$ cat config.mk
export PLATFORM = sky130hd
export DESIGN_NAME = delay_setting_reg
export DESIGN_NICKNAME = d
export VERILOG_FILES = /design/src/rtl/dsr_pkg.sv /design/src/rtl/dsr_ctrl.sv /design/src/rtl/dsr_shift.sv /design/src/rtl/dsr_latch.sv /design/src/rtl/delay_setting_reg.sv
export SDC_FILE = /design/constraint.sdc
export NUM_CORES = 1
export LEC_CHECK = 0
export BUFFER_PORTS_ARGS = -buffer_cell sky130_fd_sc_hd__buf_2
export CAP_MARGIN = 20
export CORE_MARGIN = 2
export CORE_UTILIZATION = 50
export DETAILED_ROUTE_END_ITERATION = 8
export GPL_TIMING_DRIVEN = 0
export PLACE_DENSITY_LB_ADDON = 0.25
export SLEW_MARGIN = 20
export SYNTH_ARGS = -nofsm -noshare
export SYNTH_HDL_FRONTEND = slang
export SYNTH_SLANG_ARGS = --single-unit
$ cat constraint.sdc
create_clock -name clk -period 1.5 [get_ports clk]
set_input_delay 0.075 -clock clk [delete_from_list [all_inputs] [get_ports clk]]
set_output_delay 0.075 -clock clk [all_outputs]
set_load 0.02 [all_outputs]
$ cat src/rtl/dsr_pkg.sv
package dsr_pkg;

    localparam int SET_W = 8;

    typedef enum logic {
        PROG_SERIAL   = 1'b0,
        PROG_PARALLEL = 1'b1
    } prog_mode_e;

    typedef struct packed {
        logic par_load;
        logic shift;
        logic commit;
    } strobe_t;

    function automatic logic rising(input logic now_v, input logic prev_v);
        return now_v & ~prev_v;
    endfunction

    function automatic logic falling(input logic now_v, input logic prev_v);
        return ~now_v & prev_v;
    endfunction

endpackage

$ cat src/rtl/dsr_ctrl.sv
module dsr_ctrl
    import dsr_pkg::*;
(
    input  logic    clk,
    input  logic    rst,
    input  logic    mode_i,
    input  logic    en_i,
    input  logic    sck_i,
    output strobe_t strb_o
);

    logic       en_q;
    logic       sck_q;
    prog_mode_e mode;

    assign mode = prog_mode_e'(mode_i);

    always_ff @(posedge clk) begin
        if (rst) begin
            en_q  <= 1'b0;
            sck_q <= 1'b0;
        end else begin
            en_q  <= en_i;
            sck_q <= sck_i;
        end
    end

    always_comb begin
        strb_o = '0;
        if (mode == PROG_PARALLEL) begin
            strb_o.par_load = en_i;
        end else begin
            strb_o.shift  = en_i & rising(sck_i, sck_q);
            strb_o.commit = falling(en_i, en_q);
        end
    end

    // at most one action per cycle
    p_one_action_r5: assert property (@(posedge clk) disable iff (rst)
        $onehot0({strb_o.par_load, strb_o.shift, strb_o.commit}));

    // a commit needs the enable high one cycle earlier
    p_commit_after_en_r8: assert property (@(posedge clk) disable iff (rst)
        strb_o.commit |-> $past(en_i));

endmodule

$ cat src/rtl/dsr_shift.sv
module dsr_shift #(
    parameter int W = dsr_pkg::SET_W
) (
    input  logic         clk,
    input  logic         rst,
    input  logic         load_i,
    input  logic [W-1:0] load_val_i,
    input  logic         shift_i,
    input  logic         sdi_i,
    output logic [W-1:0] q_o
);

    always_ff @(posedge clk) begin
        if (rst) begin
            q_o <= '0;
        end else if (load_i) begin
            q_o <= load_val_i;
        end else if (shift_i) begin
            q_o <= {q_o[W-2:0], sdi_i};
        end
    end

    // one step toward the MSB with the serial bit entering at bit 0
    p_shift_step_r5: assert property (@(posedge clk) disable iff (rst)
        (shift_i && !load_i) |=> (q_o == {$past(q_o[W-2:0]), $past(sdi_i)}));

    // no load and no shift keeps the contents
    p_idle_hold_r6: assert property (@(posedge clk) disable iff (rst)
        (!shift_i && !load_i) |=> $stable(q_o));

endmodule

$ cat src/rtl/dsr_latch.sv
module dsr_latch
    import dsr_pkg::*;
#(
    parameter int W = dsr_pkg::SET_W
) (
    input  logic         clk,
    input  logic         rst,
    input  strobe_t      strb_i,
    input  logic [W-1:0] par_i,
    input  logic [W-1:0] sreg_i,
    output logic [W-1:0] act_o,
    output logic [W-1:0] act_next_o
);

    always_comb begin
        act_next_o = act_o;
        if (strb_i.par_load) begin
            act_next_o = par_i;
        end else if (strb_i.commit) begin
            act_next_o = sreg_i;
        end
    end

    always_ff @(posedge clk) begin
        if (rst) begin
            act_o <= '0;
        end else begin
            act_o <= act_next_o;
        end
    end

    // the commit copies the shift register
    p_commit_copy_r8: assert property (@(posedge clk) disable iff (rst)
        strb_i.commit |=> (act_o == $past(sreg_i)));

    // without a load or commit the code holds
    p_latch_hold_r3: assert property (@(posedge clk) disable iff (rst)
        (!strb_i.par_load && !strb_i.commit) |=> $stable(act_o));

endmodule

$ cat src/rtl/delay_setting_reg.sv
module delay_setting_reg
    import dsr_pkg::*;
#(
    parameter int W = dsr_pkg::SET_W
) (
    input  logic         clk,
    input  logic         rst,
    input  logic         prog_par,
    input  logic         acc_en,
    input  logic [W-1:0] par_code,
    input  logic         shift_clk,
    input  logic         ser_din,
    output logic         ser_dout,
    output logic [W-1:0] dly_code
);

    strobe_t      strb;
    logic [W-1:0] sreg;
    logic [W-1:0] act;
    logic [W-1:0] act_next;

    dsr_ctrl u_ctrl (
        .clk    (clk),
        .rst    (rst),
        .mode_i (prog_par),
        .en_i   (acc_en),
        .sck_i  (shift_clk),
        .strb_o (strb)
    );

    dsr_latch #(.W(W)) u_latch (
        .clk        (clk),
        .rst        (rst),
        .strb_i     (strb),
        .par_i      (par_code),
        .sreg_i     (sreg),
        .act_o      (act),
        .act_next_o (act_next)
    );

    dsr_shift #(.W(W)) u_shift (
        .clk        (clk),
        .rst        (rst),
        .load_i     (prog_par),
        .load_val_i (act_next),
        .shift_i    (strb.shift),
        .sdi_i      (ser_din),
        .q_o        (sreg)
    );

    assign dly_code = strb.par_load ? par_code : act;
    assign ser_dout = ~prog_par & acc_en & sreg[W-1];

    // serial access in progress leaves the code alone
    p_serial_stable_r7: assert property (@(posedge clk) disable iff (rst)
        (!prog_par && acc_en) |=> $stable(act));

    // parallel mode mirrors the code into the shift register
    p_mirror_r10: assert property (@(posedge clk) disable iff (rst)
        prog_par |=> (sreg == act));

    // enable low in serial mode freezes the shift register
    p_sck_ignored_r6: assert property (@(posedge clk) disable iff (rst)
        (!prog_par && !acc_en) |=> $stable(sreg));

endmodule

==> flow_summary_export.csv <==
group,metric,value,unit
die,start_util,53.5,%
die,die_y,50.1,µm
timing,skew,0.00459,ns
layout,nFillCells,181,
worst_setup_path,cp-end-kind,"register",
logic_synthesis,synth-async-reset-ratio,0,%
logic_synthesis,synth_commonest_cells,"dfxtp_1, nor3b_1",
cts,clk-insertion-delay-late,0.31,ns
cts,cts_setup_buffers,0,
global_route,grt_pass1_vias,842,
placement,place_inst,151,
logic_synthesis,ys_top_cells_by_area,"dfxtp_1, nor3b_1, a2111oi_4, mux2i_1, a2111oi_2",
timing,max_freq,711,MHz
global_route,grt_pass1_wl,3.88,mm
routing,drt_first_iter_violations,10,
worst_setup_path,cpMaxStageDelayCell,"a2111oi_2",
logic_synthesis,synthCells,103,
die,fp.dieW,50.1,µm
logic_synthesis,ys_seq_elements,18,
routing,routed_via_density,5.84,
routing,met2_length,1.18,mm
placement,dp_hpwl,1.68,mm
layout,final_cells,154,
logic_synthesis,synth_adder_area_share,0,%
cts,cts_root_buf,"clkbuf_4",
routing,wl_met3,63,µm
min_path,hold_start,"shift_clk",
power,irDropWorstVdd,0.000558,V
worst_setup_path,cp.arrival,1.59,ns
logic_synthesis,synth_largest_area_cell,"dfxtp_1",
global_route,grt_antenna_before_repair,0,
timing,drv_slew,0,
worst_setup_path,required,1.68,ns
routing,ant_nets,0,
routing,dr.pass1.iters,4,
cts,post_cts_resize_count,0,
routing,post_drt_wl_per_cell,15.6,µm
logic_synthesis,synth.avg_cell_area,10.3,µm²
worst_setup_path,worstSetupPathType,"reg -> reg",
global_route,grt_usage,20.9,%
logic_synthesis,yosys.cell_count.top_type,"dfxtp_1",
logic_synthesis,synth_compound_area_share,25.2,%
routing,wirelength,2.40,mm
layout,fin_nets,143,
worst_setup_path,crit_family,"compound AO/OA/AOI/OAI gates",
timing,timing.final.crit_share,93.8,%
cts,path_clk_slew,0.10,ns
routing,dr_total_vias,900,
die,pin_count,23,
cts,clock-sinks,18,
logic_synthesis,synthFlopType,"dfxtp_1",
timing,tightest_slew,0.545,ns
worst_setup_path,timing.rr.start,"u_ctrl.en_q",
cts,cts_max_path_buffers,2,
timing,post-route-min-period,1.41,ns
die,core_area,0.00198,mm²
worst_setup_path,crit_start,"u_ctrl.en_q",
cts,cts_inserted_buffers,3,
logic_synthesis,synth-xor-area-share,0,%
routing,wl_met1,1.10,mm
logic_synthesis,netlist_area,0.00106,mm²
status,run_status,"finished, final reports clean",
layout,final_util,61.7,%
timing,hold_viol,0,
worst_setup_path,worstPathCellList,"nor2b_1, buf_6, nor3b_1, a2111oi_2, o22ai_1",
layout,syn2layout_area_growth,15.2,%
logic_synthesis,synth_mux_area_share,7.55,%
global_route,overflow,0,
routing,drc_errors,0,
logic_synthesis,synth_top_family_by_area,"simple AND/OR/NAND/NOR gates",
power,p_leak,0.000585,µW
flow_run,maxCapViolCount,0,
worst_setup_path,cpPeakStageDelay,0.41,ns
logic_synthesis,synth-seq-area-share,34.0,%
timing,tns,0,ns
worst_setup_path,path_buf_inv,1,
timing,setup_viol,0,
power,power_density,804,mW/mm²
worst_setup_path,cp-start-kind,"register",
cts,cts_tree,"built",
placement,portBuffers,21,
logic_synthesis,synth-edff-count,0,
cts,htreeDepth,1,
logic_synthesis,synth_cell_types,23,
die,dieArea,0.00251,mm²
logic_synthesis,yosys_warnings,0,
timing,rsz0062_at_grt,"false",
cts,cts_hold_buffers,0,
power,power,983,µW
logic_synthesis,synthSimpleGateAreaFrac,25.9,%
worst_setup_path,path_max_fanout,8,
min_path,hold_class,"in -> reg",
routing,highest_layer,"met4",
placement,gp_congestion,0.779,
logic_synthesis,synth_nets,117,
die,fp-row-count,16,
layout,antenna_cells,0,
logic_synthesis,synth_top_area_share,34.0,%
timing,slew-limit-headroom,63.7,%
global_route,grt_max_degree,11,
layout,drive_gt1_share,33.1,%
## area by class of cell
class / count / area, µm² / share of cell area [%]
Sequential cell: 18 / 360 / 29.5
Clock buffer: 3 / 22.5 / 1.84
Timing Repair Buffer: 21 / 105 / 8.60
Buffer: 11 / 77.6 / 6.35
Multi-Input combinational cell: 74 / 623 / 51.0
Tap cell: 27 / 33.8 / 2.76
## cell usage in the layout (no fill, tap or decap), types with 3 or more instances in the layout
cell type and n:
a2111oi_2 5, dfxtp_1 18, clkbuf_4 3, nor3b_1 16
buf_2 23, and3_1 7, o22ai_1 8, mux2i_1 8
buf_6 4, clkbuf_1 3, a21o_1 8, a2111oi_4 3
nor2b_1 3, nor2_1 8
## state kept, by name, indices dropped and copies added (netlist names)
signal	flops
u_ctrl.en_q	1
u_ctrl.sck_q	1
u_latch.act_o	8
u_shift.q_o	8
## stage by stage
step / setup slack (ns) / hold slack (ns) / instance area (µm²)
2_1_floorplan: 0.262 / 0.203 / 1060
3_3_place_gp: 0.129 / 0.311 / 1200
3_5_place_dp: 0.0893 / 0.323 / 1200
4_1_cts: 0.0683 / 0.0196 / 1220
5_1_grt: 0.00438 / 0.0275 / 1220
6_report: 0.0928 / 0.00280 / 1220
## final timing paths
kind                            to  slack [ns]  depth (start not counted)
setup / recovery    u_shift.q_o[1]        0.09                          5
hold / removal        u_ctrl.sck_q       0.003                          2
hold reg to reg   u_latch.act_o[0]        0.56                          2
setup reg to reg    u_shift.q_o[1]        0.09                          5
## metal layers
layer,track usage [%],vias to the layer above
li1,-,434
met1,26.1,444
met2,33.6,17
met3,3.64,5
met4,11.6,0
met5,0,-
## power by group
part | total, µW | switching, µW | leakage, µW | internal (µW)
logic | 215 | 115 | 0.000425 | 99.4
clock network | 251 | 157 | 0.0000138 | 94.1
registers | 518 | 16.9 | 0.000147 | 501
## cell families after synthesis
group / Yosys count
simple gates: 42
mux: 8
buf+inv: 11
compound gates: 24
flops: 18
Power figures use the tool's default switching activity.
